$ cat src/rtl/tmr_pkg.sv
package tmr_pkg;
  localparam logic [1:0] ADDR_CNT  = 2'd0;
  localparam logic [1:0] ADDR_PSC  = 2'd1;
  localparam logic [1:0] ADDR_CTRL = 2'd2;
  localparam int ZF_BIT  = 7;
  localparam int IE_BIT  = 6;
  localparam int RUN_BIT = 5;
endpackage

$ cat src/rtl/tmr_rst_sync.sv
module tmr_rst_sync (
  input  logic clk,
  input  logic rst_n,
  output logic rst_sync_n
);
  logic [1:0] sync_q;

  always_ff @(posedge clk or negedge rst_n) begin
    if (!rst_n) sync_q <= 2'b00;
    else        sync_q <= {sync_q[0], 1'b1};
  end

  assign rst_sync_n = sync_q[1];
endmodule

$ cat src/rtl/tmr_clk_div.sv
module tmr_clk_div #(
  parameter int DIV = 12
) (
  input  logic clk,
  input  logic rst_n,
  output logic adv
);
  localparam int DW = (DIV > 1) ? $clog2(DIV) : 1;
  localparam logic [DW-1:0] LAST = DW'(DIV - 1);

  logic [DW-1:0] div_q, div_d;

  always_comb begin
    div_d = (div_q == LAST) ? '0 : div_q + 1'b1;
  end

  always_ff @(posedge clk or negedge rst_n) begin
    if (!rst_n) div_q <= '0;
    else        div_q <= div_d;
  end

  assign adv = (div_q == LAST);
endmodule

$ cat src/rtl/tmr_prescaler.sv
module tmr_prescaler #(
  parameter int PSC_W = 7,
  parameter int SEL_W = 3
) (
  input  logic             clk,
  input  logic             rst_n,
  input  logic             adv,
  input  logic             run,
  input  logic             wr_en,
  input  logic [PSC_W-1:0] wr_data,
  input  logic [SEL_W-1:0] sel,
  output logic [PSC_W-1:0] psc,
  output logic             step
);
  localparam int NTAP = 2 ** SEL_W;

  logic [PSC_W-1:0] psc_q, psc_d;
  logic [NTAP-1:0]  tap_vec;
  logic             tap_lvl, tap_q;

  assign tap_vec[0] = 1'b0;
  genvar g;
  generate
    for (g = 1; g < NTAP; g++) begin : g_tap
      if (g <= PSC_W) begin : g_bit
        assign tap_vec[g] = psc_q[g-1];
      end else begin : g_none
        assign tap_vec[g] = 1'b0;
      end
    end
  endgenerate

  assign tap_lvl = tap_vec[sel];

  always_comb begin
    psc_d = psc_q;
    if (!run)       psc_d = '1;
    else if (wr_en) psc_d = wr_data;
    else if (adv)   psc_d = psc_q - 1'b1;
  end

  always_ff @(posedge clk or negedge rst_n) begin
    if (!rst_n) begin
      psc_q <= '1;
      tap_q <= 1'b1;
    end else begin
      psc_q <= psc_d;
      tap_q <= tap_lvl;
    end
  end

  assign step = run & ((sel == '0) ? adv : (tap_lvl & ~tap_q));
  assign psc  = psc_q;
endmodule

$ cat src/rtl/tmr_counter.sv
module tmr_counter #(
  parameter int CNT_W = 8
) (
  input  logic             clk,
  input  logic             rst_n,
  input  logic             step,
  input  logic             wr_en,
  input  logic [CNT_W-1:0] wr_data,
  output logic [CNT_W-1:0] cnt,
  output logic             hit_zero
);
  localparam logic [CNT_W-1:0] ONE = CNT_W'(1);

  logic [CNT_W-1:0] cnt_q, cnt_d;

  always_comb begin
    cnt_d = cnt_q;
    if (wr_en)     cnt_d = wr_data;
    else if (step) cnt_d = cnt_q - 1'b1;
  end

  always_ff @(posedge clk or negedge rst_n) begin
    if (!rst_n) cnt_q <= '1;
    else        cnt_q <= cnt_d;
  end

  assign hit_zero = step & ~wr_en & (cnt_q == ONE);
  assign cnt      = cnt_q;
endmodule

$ cat src/rtl/prescaled_timer.sv
module prescaled_timer
  import tmr_pkg::*;
#(
  parameter int DIV    = 12,
  parameter int CNT_W  = 8,
  parameter int PSC_W  = 7,
  parameter int SEL_W  = 3,
  parameter int DATA_W = 8
) (
  input  logic              clk,
  input  logic              rst_n,
  input  logic              bus_sel,
  input  logic              bus_wr,
  input  logic [1:0]        bus_addr,
  input  logic [DATA_W-1:0] bus_wdata,
  output logic [DATA_W-1:0] bus_rdata,
  output logic              irq
);
  logic             rst_sync_n;
  logic             adv, step, hit_zero;
  logic             cnt_wr, psc_wr, ctrl_wr, rd_en;
  logic [CNT_W-1:0] cnt_q;
  logic [PSC_W-1:0] psc_q;
  logic             zf_q, zf_d, ie_q, ie_d, run_q, run_d;
  logic [SEL_W-1:0] sel_q, sel_d;
  logic [DATA_W-1:0] rdata_q, rdata_d, ctrl_rd;

  tmr_rst_sync u_rst (.clk(clk), .rst_n(rst_n), .rst_sync_n(rst_sync_n));

  tmr_clk_div #(.DIV(DIV)) u_div (.clk(clk), .rst_n(rst_sync_n), .adv(adv));

  assign rd_en   = bus_sel & ~bus_wr;
  assign cnt_wr  = bus_sel & bus_wr & (bus_addr == ADDR_CNT);
  assign psc_wr  = bus_sel & bus_wr & (bus_addr == ADDR_PSC);
  assign ctrl_wr = bus_sel & bus_wr & (bus_addr == ADDR_CTRL);

  tmr_prescaler #(.PSC_W(PSC_W), .SEL_W(SEL_W)) u_psc (
    .clk(clk), .rst_n(rst_sync_n), .adv(adv), .run(run_q),
    .wr_en(psc_wr), .wr_data(bus_wdata[PSC_W-1:0]), .sel(sel_q),
    .psc(psc_q), .step(step)
  );

  tmr_counter #(.CNT_W(CNT_W)) u_cnt (
    .clk(clk), .rst_n(rst_sync_n), .step(step), .wr_en(cnt_wr),
    .wr_data(bus_wdata[CNT_W-1:0]), .cnt(cnt_q), .hit_zero(hit_zero)
  );

  // control/status next state: software write beats hardware set
  always_comb begin
    zf_d  = zf_q;
    ie_d  = ie_q;
    run_d = run_q;
    sel_d = sel_q;
    if (ctrl_wr) begin
      zf_d  = bus_wdata[ZF_BIT];
      ie_d  = bus_wdata[IE_BIT];
      run_d = bus_wdata[RUN_BIT];
      sel_d = bus_wdata[SEL_W-1:0];
    end else if (hit_zero) begin
      zf_d  = 1'b1;
    end
  end

  always_comb begin
    ctrl_rd          = '0;
    ctrl_rd[ZF_BIT]  = zf_q;
    ctrl_rd[IE_BIT]  = ie_q;
    ctrl_rd[RUN_BIT] = run_q;
    ctrl_rd[SEL_W-1:0] = sel_q;
  end

  always_comb begin
    rdata_d = rdata_q;
    if (rd_en) begin
      case (bus_addr)
        ADDR_CNT:  rdata_d = DATA_W'(cnt_q);
        ADDR_PSC:  rdata_d = DATA_W'(psc_q);
        ADDR_CTRL: rdata_d = ctrl_rd;
        default:   rdata_d = '0;
      endcase
    end
  end

  always_ff @(posedge clk or negedge rst_sync_n) begin
    if (!rst_sync_n) begin
      zf_q    <= 1'b0;
      ie_q    <= 1'b0;
      run_q   <= 1'b0;
      sel_q   <= '0;
      rdata_q <= '0;
    end else begin
      zf_q    <= zf_d;
      ie_q    <= ie_d;
      run_q   <= run_d;
      sel_q   <= sel_d;
      rdata_q <= rdata_d;
    end
  end

  assign bus_rdata = rdata_q;
  assign irq       = zf_q & ie_q;
endmodule

$ cat config.mk
export PLATFORM = sky130hd
export DESIGN_NAME = prescaled_timer
export DESIGN_NICKNAME = d
export VERILOG_FILES = /design/src/rtl/tmr_pkg.sv /design/src/rtl/tmr_rst_sync.sv /design/src/rtl/tmr_clk_div.sv /design/src/rtl/tmr_prescaler.sv /design/src/rtl/tmr_counter.sv /design/src/rtl/prescaled_timer.sv
export SDC_FILE = /design/constraint.sdc
export NUM_CORES = 1
export LEC_CHECK = 0
export BUFFER_PORTS_ARGS = -buffer_cell sky130_fd_sc_hd__clkbuf_2
export CORE_MARGIN = 2
export CORE_UTILIZATION = 45
export DETAILED_ROUTE_END_ITERATION = 10
export PLACE_DENSITY = 0.6
export SYNTH_ARGS = -nofsm -noshare
export SYNTH_HDL_FRONTEND = slang
export SYNTH_SLANG_ARGS = --single-unit
$ cat constraint.sdc
create_clock -name clk -period 1.1 [get_ports clk]
set_input_delay 0.165 -clock clk [delete_from_list [all_inputs] [get_ports clk]]
set_output_delay 0.165 -clock clk [all_outputs]
set_load 0.005 [all_outputs]
==> run metrics, run 1 <==
status=finished with violations; failing checks=negative setup slack; Reg clk slew, reported paths=0.07 ns; critical setup path kind=reg -> reg; DRT iter0 DRCs=83; Synth Area in XOR/XNOR=0.0501; PwrDens=1560 nW/um^2; gr busiest metal=met2; core footprint=4060 sq um; fmax=551 MHz; Gate power share=0.367; Cells after Synth=196; input/output buffers=22; Layout Nets=292; Placed Area=2520 sq um; internal power=3.09 mW; Fin Hold WS=0.0735 ns; final worst setup slack=-0.716 ns; post-route design area=2870 sq um; Post-synth EDFFs=0; Chip Height=69.4 microns; Initial Util=0.474; final hold violations=0; Max Cap Viol=0; VDD IR-drop max=0.989 mV; RSZ-0062 raised after global routing=yes; Routed Wire Length=4.98 mm; Post-Syn Nets=214; ys async rst share=1.00; ANT cells=0; drt wl/cell=15.3 microns; global-route wire length before repair=8.18 mm; CTS Root Cell=clkbuf_8; Syn. warnings=0; met1 Resource Use GR=0.275; Slew Limit Fails=0; CP Max Fanout=7; share of cells above drive strength 1=0.542; Distinct cells, synth=37; Tot GR Track Use=0.216; Sw Ratio=0.309; initial antenna violation count=0; main combinational cell family by area after synthesis=simple AND/OR/NAND/NOR gates; CTS tree=built; Clock Path Buffers=2; fillcell total=292; CP max stage delay=0.45 ns; htree depth=2; fin crit share=1.65; Worst-Skew Late Latency=0.29 ns; Placement Setup Slack=-0.814 ns; DIE AREA=4820 sq um; Synth Register Bits=36; share of power burned in registers=0.412; Synth Area per Inst=9.82 sq um; commonest non-fill, non-tap cells in the layout=buf_4, nand2_1, clkbuf_2, dfrtp_1, dfstp_2; Post-Synth Simple-Gate Area=0.182; Crit. End Element=register; switching power=1.38 mW; largest net degree at the start of global routing=35; routing usage on met3=0.0509; Critical Path RT=1.32 ns; Synth Area in Compound Gates=0.120; sequential area share after synthesis=0.479; global placement routability congestion=0.865; CP bufs+invs=1; # setup viols final=20; family with the most delay on the worst path=compound AO/OA/AOI/OAI gates; clock power share=0.221; Final Non-Filler Cells=325; drc violations=0; CTS buffer count=5; Final ANT Viol Nets=0; Fin Setup TNS=-9.36 ns; vias in the first global route=1739; Detailed Place HPWL=3.60 mm; skew final=0.00624 ns; Post-Place Cells=304; cell row count=23; Critical Path AT=2.03 ns; commonest non-fill, non-tap cell in the layout=buf_4; Top FF cell, synth=dfrtp_1; CP max-delay cell=dfrtp_2; GR Overflow Total=0; LEAKAGE=1.28 nW; synthesized cell area=1920 sq um; met2 Use GR=0.366; via/cell ratio=5.11; CTS Sinks=36; via count=1662; Synth Area in Adders=0.0260; hold crit path type=in -> reg; mux cell area share after synthesis=0.116; critical path launch point type=register; Die Width=69.4 microns; Ports=23; DRT Pass-1 Iters=4; Final min period=1.82 ns; cells along the critical path=mux2_4 -> a221oi_4 -> nor4_4 -> buf_4 -> o211ai_1 -> xor2_1 -> o21ai_1; area grow syn2layout=49.0%
[cell usage after synthesis (all sizes together), types with 4 or more instances]
library cell / number / share of area
a21oi: 10 / 0.026
mux2i: 10 / 0.052
clkbuf: 6 / 0.012
inv: 6 / 0.012
dfrtp: 20 / 0.26
o211ai: 5 / 0.020
nor3: 5 / 0.013
nand2: 28 / 0.055
dfstp: 16 / 0.22
mux2: 11 / 0.064
xor2: 8 / 0.036
ha: 4 / 0.026
nor2: 18 / 0.036
nand2b: 4 / 0.013
o21ai: 17 / 0.044
[repair_timing]
item                       4_1_cts  5_1_grt
cloned                           0        0
hold buffers                     1        0
pin swaps                       20       11
setup endpoints to repair       22       27
hold endpoints to repair         2        0
resized for setup               31       23
buffers inserted                 9        4
[per-stage QoR]
stage	utilization	power (mW)
finish	0.707	4.47
global route	0.707	4.74
CTS	0.681	4.40
detailed placement	0.621	3.23
global placement	0.621	3.18
floorplan	-	2.59
[sequential cells by signal, summed over array words and instances (netlist names)]
name          flops
u_psc.psc         7
u_cnt.cnt         8
ie_q              1
sel_q             3
u_rst.sync_q      2
u_div.div_q       4
bus_rdata         8
run_q             1
zf_q              1
u_psc.tap_q       1
[path summary, 6_finish.rpt]
check	start	endpoint	slack, ns	cells past startpoint
worst max-delay path	sel_q[2]	u_cnt.cnt[7]	-0.72	7
worst min-delay path	bus_wdata[4]	u_cnt.cnt[4]	0.07	3
worst max register to register	sel_q[2]	u_cnt.cnt[7]	-0.72	7
worst min register to register	u_rst.sync_q[1]	run_q	0.23	1
max in group asynchronous	u_rst.sync_q[1]	u_cnt.cnt[4]	0.63	1
min in group asynchronous	rst_n	u_rst.sync_q[0]	0.19	2
[power by group through the flow]
| stage | registers (mW) | clock network [mW] | logic, mW |
|---|---|---|---|
| 6_report | 1.84 | 0.988 | 1.64 |
| 5_1_grt | 1.88 | 1.07 | 1.79 |
| 4_1_cts | 1.84 | 1.02 | 1.55 |
| 3_5_place_dp | 1.87 | 0 | 1.37 |
| 3_3_place_gp | 1.85 | 0 | 1.33 |
| 2_1_floorplan | 1.89 | 0 | 0.703 |
[cell families after synthesis]
logic type | after synthesis
flip-flops | 36
adder cells (fa/ha/maj) | 4
other | 1
AND/OR/NAND/NOR | 71
multiplexers | 21
AO/OA/AOI/OAI | 39
buffers and inverters | 13
XOR/XNOR | 11
[cell type report]
class | count | area, sq um | share of cell area
Multi-Input combinational cell | 147 | 1140 | 0.399
Sequential cell | 36 | 925 | 0.322
Timing Repair Buffer | 78 | 616 | 0.215
Clock buffer | 8 | 90.1 | 0.0314
Tap cell | 50 | 62.6 | 0.0218
Inverter | 6 | 30.0 | 0.0105
[routing by layer]
layer / part of all wire / wire length (microns)
met1: 0.47 / 2320
met2: 0.49 / 2450
met3: 0.030 / 148
met4: 0.011 / 55
met5: 0 / 0
[worst min-delay path, cell delays in order]
cell and delay, ns:
clkbuf_2 0.09, nand2_1 0.05, o21ai_1 0.05
Power figures use the tool's default switching activity.
==> run 2: changes to the inputs <==
--- a/config.mk
+++ b/config.mk
@@ -5,7 +5,7 @@
 export SDC_FILE = /design/constraint.sdc
 export NUM_CORES = 1
 export LEC_CHECK = 0
-export BUFFER_PORTS_ARGS = -buffer_cell sky130_fd_sc_hd__clkbuf_2
+export BUFFER_PORTS_ARGS = -buffer_cell sky130_fd_sc_hd__buf_2
 export CORE_MARGIN = 2
 export CORE_UTILIZATION = 45
 export DETAILED_ROUTE_END_ITERATION = 10
==> run metrics, run 2 (synthesis gave the netlist of run 1 again) <==
cell row count=23 (unchanged); input/output buffers=22 (unchanged); drt wl/cell=15.2 microns (was 15.3 microns); CTS tree=built (unchanged); PwrDens=1530 nW/um^2 (was 1560 nW/um^2); Detailed Place HPWL=3.47 mm (was 3.60 mm); global placement routability congestion=0.861 (was 0.865); failing checks=negative setup slack (unchanged); Reg clk slew, reported paths=0.07 ns (about the same); VDD IR-drop max=1.04 mV (was 0.989 mV); fin crit share=1.65 (about the same); core footprint=4060 sq um (unchanged); via/cell ratio=5.21 (was 5.11); Layout Nets=292 (unchanged); CTS buffer count=5 (unchanged); Final min period=1.82 ns (about the same); fmax=550 MHz (was 551 MHz); skew final=0.00626 ns (was 0.00624 ns); largest net degree at the start of global routing=35 (unchanged); Clock Path Buffers=2 (unchanged); DIE AREA=4820 sq um (unchanged); CTS Root Cell=clkbuf_8 (unchanged); DRT Pass-1 Iters=4 (unchanged); Slew Limit Fails=0 (unchanged); Fin Hold WS=0.0780 ns (was 0.0735 ns); Chip Height=69.4 microns (unchanged); critical path launch point type=register (unchanged); final hold violations=0 (unchanged); Placed Area=2530 sq um (was 2520 sq um); initial antenna violation count=0 (unchanged); vias in the first global route=1671 (was 1739); DRT iter0 DRCs=67 (was 83); Initial Util=0.474 (unchanged); Critical Path AT=2.04 ns (was 2.03 ns); commonest non-fill, non-tap cell in the layout=buf_4 (unchanged); via count=1693 (was 1662); # setup viols final=21 (was 20); Max Cap Viol=0 (unchanged); area grow syn2layout=47.9% (was 49.0%); final worst setup slack=-0.719 ns (was -0.716 ns); Routed Wire Length=4.93 mm (was 4.98 mm); Ports=23 (unchanged); post-route design area=2850 sq um (was 2870 sq um); Crit. End Element=register (unchanged); Tot GR Track Use=0.210 (was 0.216); CTS Sinks=36 (unchanged); LEAKAGE=1.31 nW (was 1.28 nW); Worst-Skew Late Latency=0.29 ns (about the same); global-route wire length before repair=7.95 mm (was 8.18 mm); critical setup path kind=reg -> reg (unchanged); commonest non-fill, non-tap cells in the layout=buf_4, nand2_1, buf_2, dfrtp_1, dfstp_2 (was buf_4, nand2_1, clkbuf_2, dfrtp_1, dfstp_2); GR Overflow Total=0 (unchanged); status=finished with violations (unchanged); Critical Path RT=1.32 ns (about the same); ANT cells=0 (unchanged); Final ANT Viol Nets=0 (unchanged); RSZ-0062 raised after global routing=yes (unchanged); htree depth=2 (unchanged); hold crit path type=in -> reg (unchanged); drc violations=0 (unchanged); share of cells above drive strength 1=0.524 (was 0.542); Die Width=69.4 microns (unchanged); CP Max Fanout=6 (was 7)
-- run 2: cell count changes in the layout (fill, tap and decap cells not counted), moves of 2 or more --
| cell | delta |
|---|---|
| buf_2 | +22 |
| a21oi_1 | +3 |
| o21ai_1 | -2 |
| a21oi_2 | -4 |
| mux2i_1 | +2 |
| mux2i_2 | -2 |
| clkbuf_2 | -22 |
| o21ai_0 | +2 |
-- run 2: routing by layer --
| layer | wire, microns | vias to the layer above | GRT usage |
|---|---|---|---|
| li1 | - | 833 | - |
| met1 | 2200 | 824 | 0.267 |
| met2 | 2500 | 28 | 0.356 |
| met3 | 159 | 8 | 0.0465 |
| met4 | 69 | 0 | 0.0697 |
| met5 | 0 | - | 0 |
-- run 2: worst max-delay path: stages (launching register included) --
cell and delay (ns):
dfrtp_2 0.44, mux2_4 0.32, a221oi_4 0.28, nor4_4 0.08
buf_4 0.15, o211ai_1 0.22, xor2_1 0.18, o21ai_1 0.07
-- run 2: per-stage QoR --
step / utilization / power (mW) / setup TNS [ns] / instances / setup slack [ns]
final: 0.701 / 4.35 / -9.87 / 325 / -0.719
after CTS: 0.679 / 4.27 / -9.91 / 325 / -0.713
after global placement: 0.623 / 3.16 / -9.32 / 305 / -0.739
after detailed placement: 0.623 / 3.21 / -10.07 / 305 / -0.824
after floorplan: - / 2.59 / -7.54 / 196 / -0.703
after global routing: 0.701 / 4.62 / -11.77 / 325 / -0.818
-- run 2: report_power, final --
| part | internal, mW | switching (mW) | total (mW) |
|---|---|---|---|
| clock network | 0.444 | 0.463 | 0.907 |
| logic | 0.876 | 0.723 | 1.60 |
| registers | 1.66 | 0.181 | 1.85 |
| total | 2.99 | 1.37 | 4.35 |
-- run 2: final cells by class --
class	instances	area (sq um)
Multi-Input combinational cell	147	1130
Fill cell	327	1210
Tap cell	50	62.6
Inverter	6	27.5
Clock inverter	1	5.00
Clock buffer	7	76.3
Timing Repair Buffer	78	616
Sequential cell	36	925
-- run 2: worst paths after layout --
check	from	endpoint	slack, ns	depth (start not counted)
max	sel_q[2]	u_cnt.cnt[7]	-0.72	7
min	bus_wdata[7]	u_cnt.cnt[7]	0.08	3
max reg2reg	sel_q[2]	u_cnt.cnt[7]	-0.72	7
min reg2reg	u_rst.sync_q[1]	sel_q[1]	0.22	1
max in group asynchronous	u_rst.sync_q[1]	u_psc.psc[1]	0.62	1
min in group asynchronous	rst_n	u_rst.sync_q[0]	0.18	2
-- run 2: what timing repair did --
action / 4_1_cts / 5_1_grt
endpoints found under the setup margin: 20 / 26
hold buffers: 1 / 0
setup buffers: 12 / 1
gates cloned: 0 / 0
hold endpoints to repair: 2 / 0
resized for setup: 22 / 28
pin swaps: 23 / 14
==> run 3: changes to the inputs <==
--- a/config.mk
+++ b/config.mk
@@ -9,7 +9,7 @@
 export CORE_MARGIN = 2
 export CORE_UTILIZATION = 45
 export DETAILED_ROUTE_END_ITERATION = 10
-export PLACE_DENSITY = 0.6
+export PLACE_DENSITY = 0.68
 export SYNTH_ARGS = -nofsm -noshare
 export SYNTH_HDL_FRONTEND = slang
 export SYNTH_SLANG_ARGS = --single-unit
==> run metrics, run 3 (synthesis gave the netlist of run 1 again) <==
status=finished with violations (unchanged); failing checks=negative setup slack (unchanged); Chip Height=69.4 microns (unchanged); CTS tree=built (unchanged); CP bufs+invs=1 (unchanged); core footprint=4060 sq um (unchanged); LEAKAGE=1.31 nW (about the same); VDD IR-drop max=0.804 mV (was 1.04 mV); Final ANT Viol Nets=0 (unchanged); Fin Setup TNS=-9.11 ns (was -9.87 ns); switching power=1.43 mW (was 1.37 mW); CTS buffer count=5 (unchanged); Routed Wire Length=5.12 mm (was 4.93 mm); Clock Path Buffers=2 (unchanged); Max Cap Viol=0 (unchanged); DRT Pass-1 Iters=4 (unchanged); ANT cells=0 (unchanged); CTS Root Cell=clkbuf_8 (unchanged); PwrDens=1630 nW/um^2 (was 1530 nW/um^2); fillcell total=283 (was 327); Critical Path AT=2.02 ns (was 2.04 ns); CP max-delay cell=dfrtp_2 (unchanged); fmax=555 MHz (was 550 MHz); Final Non-Filler Cells=327 (was 325); hold crit path type=in -> reg (unchanged); CTS Sinks=36 (unchanged); family with the most delay on the worst path=compound AO/OA/AOI/OAI gates (unchanged); clock power share=0.246 (was 0.208); Crit. End Element=register (unchanged); final worst setup slack=-0.701 ns (was -0.719 ns); Initial Util=0.474 (unchanged); final hold violations=0 (unchanged); commonest non-fill, non-tap cells in the layout=buf_4, nand2_1, buf_2, dfrtp_1, dfstp_2 (unchanged); via/cell ratio=5.31 (was 5.21); drc violations=0 (unchanged); Layout Nets=294 (was 292); initial antenna violation count=0 (unchanged); DRT iter0 DRCs=101 (was 67); skew final=0.00420 ns (was 0.00626 ns); share of power burned in registers=0.392 (was 0.424); commonest non-fill, non-tap cell in the layout=buf_4 (unchanged); global placement routability congestion=0.821 (was 0.861); vias in the first global route=1764 (was 1671); Tot GR Track Use=0.224 (was 0.210); Critical Path RT=1.32 ns (about the same); drt wl/cell=15.7 microns (was 15.2 microns); share of cells above drive strength 1=0.531 (was 0.524); Slew Limit Fails=0 (unchanged); # setup viols final=23 (was 21); area grow syn2layout=49.9% (was 47.9%); critical setup path kind=reg -> reg (unchanged); largest net degree at the start of global routing=35 (unchanged); Sw Ratio=0.303 (was 0.314); RSZ-0062 raised after global routing=yes (unchanged); Reg clk slew, reported paths=0.07 ns (about the same); GR Overflow Total=0 (unchanged); internal power=3.28 mW (was 2.99 mW); DIE AREA=4820 sq um (unchanged); htree depth=2 (unchanged); Die Width=69.4 microns (unchanged); input/output buffers=22 (unchanged); CP Max Fanout=6 (unchanged); fin crit share=1.64 (was 1.65); critical path launch point type=register (unchanged); Gate power share=0.362 (was 0.367); CP max stage delay=0.44 ns (about the same); Detailed Place HPWL=3.62 mm (was 3.47 mm); cell row count=23 (unchanged); Post-Place Cells=308 (was 305); cells along the critical path=mux2_4 -> a221oi_4 -> nor4_4 -> buf_4 -> o211ai_1 -> xor2_1 -> a21oi_1 (was mux2_4 -> a221oi_4 -> nor4_4 -> buf_4 -> o211ai_1 -> xor2_1 -> o21ai_1); via count=1735 (was 1693); Final min period=1.80 ns (was 1.82 ns); Ports=23 (unchanged); global-route wire length before repair=8.34 mm (was 7.95 mm); Worst-Skew Late Latency=0.29 ns (about the same)
## run 3: layout make-up
class	instances	area (sq um)	share of cell area
Clock buffer	6	72.6	0.0252
Clock inverter	2	35.0	0.0121
Inverter	6	25.0	0.00868
Multi-Input combinational cell	147	1140	0.394
Sequential cell	36	923	0.320
Tap cell	50	62.6	0.0217
Timing Repair Buffer	80	629	0.218
## run 3: power by group through the flow
| stage | Clock [mW] | Combinational [mW] | Sequential, mW |
|---|---|---|---|
| 3_5_place_dp | 0 | 1.41 | 1.84 |
| 5_1_grt | 1.27 | 1.85 | 1.87 |
| 6_report | 1.16 | 1.70 | 1.85 |
| 3_3_place_gp | 0 | 1.38 | 1.83 |
| 2_1_floorplan | 0 | 0.703 | 1.89 |
| 4_1_cts | 1.18 | 1.56 | 1.83 |
## run 3: timing repair
action	in CTS	in global routing
endpoints found under the hold margin	2	0
buffers inserted	9	5
pin swaps	18	22
setup endpoints to repair	23	26
gates resized for setup	23	29
hold buffers	1	0
cloned	0	0
## run 3: layer usage
metal	GRT usage	up-vias	part of all wire
li1	-	840	-
met1	0.280	845	0.45
met2	0.374	41	0.50
met3	0.0567	9	0.038
met4	0.0828	0	0.015
met5	0	-	0
## run 3: worst register-to-register path, delay by kind of cell (launching register included)
kind,cells,cell delay (ns)
simple gates,1,0.08
flops,1,0.44
buf+inv,1,0.16
compound gates,3,0.56
xor+xnor,1,0.18
mux,1,0.32
## run 3: metrics by stage
stage	worst slack, ns	hold WS, ns	power [mW]	util	instance area [sq um]
6_report	-0.701	0.0918	4.71	0.711	2880
3_5_place_dp	-0.762	-0.0493	3.26	0.625	2540
3_3_place_gp	-0.688	-0.0488	3.21	0.625	2540
5_1_grt	-0.802	0.107	4.99	0.711	2880
4_1_cts	-0.707	0.0824	4.57	0.679	2750
2_1_floorplan	-0.703	-0.131	2.59	-	2010
## run 3: final timing paths
| path | from | to | slack, ns | cells after the start |
|---|---|---|---|---|
| worst min register to register | u_rst.sync_q[1] | u_div.div_q[0] | 0.23 | 1 |
| min in group asynchronous | rst_n | u_rst.sync_q[0] | 0.18 | 2 |
| worst max register to register | sel_q[2] | u_cnt.cnt[3] | -0.70 | 7 |
| worst min-delay path | bus_wdata[4] | u_cnt.cnt[4] | 0.09 | 3 |
| worst max-delay path | sel_q[2] | u_cnt.cnt[3] | -0.70 | 7 |
| max in group asynchronous | u_rst.sync_q[1] | u_cnt.cnt[7] | 0.62 | 1 |
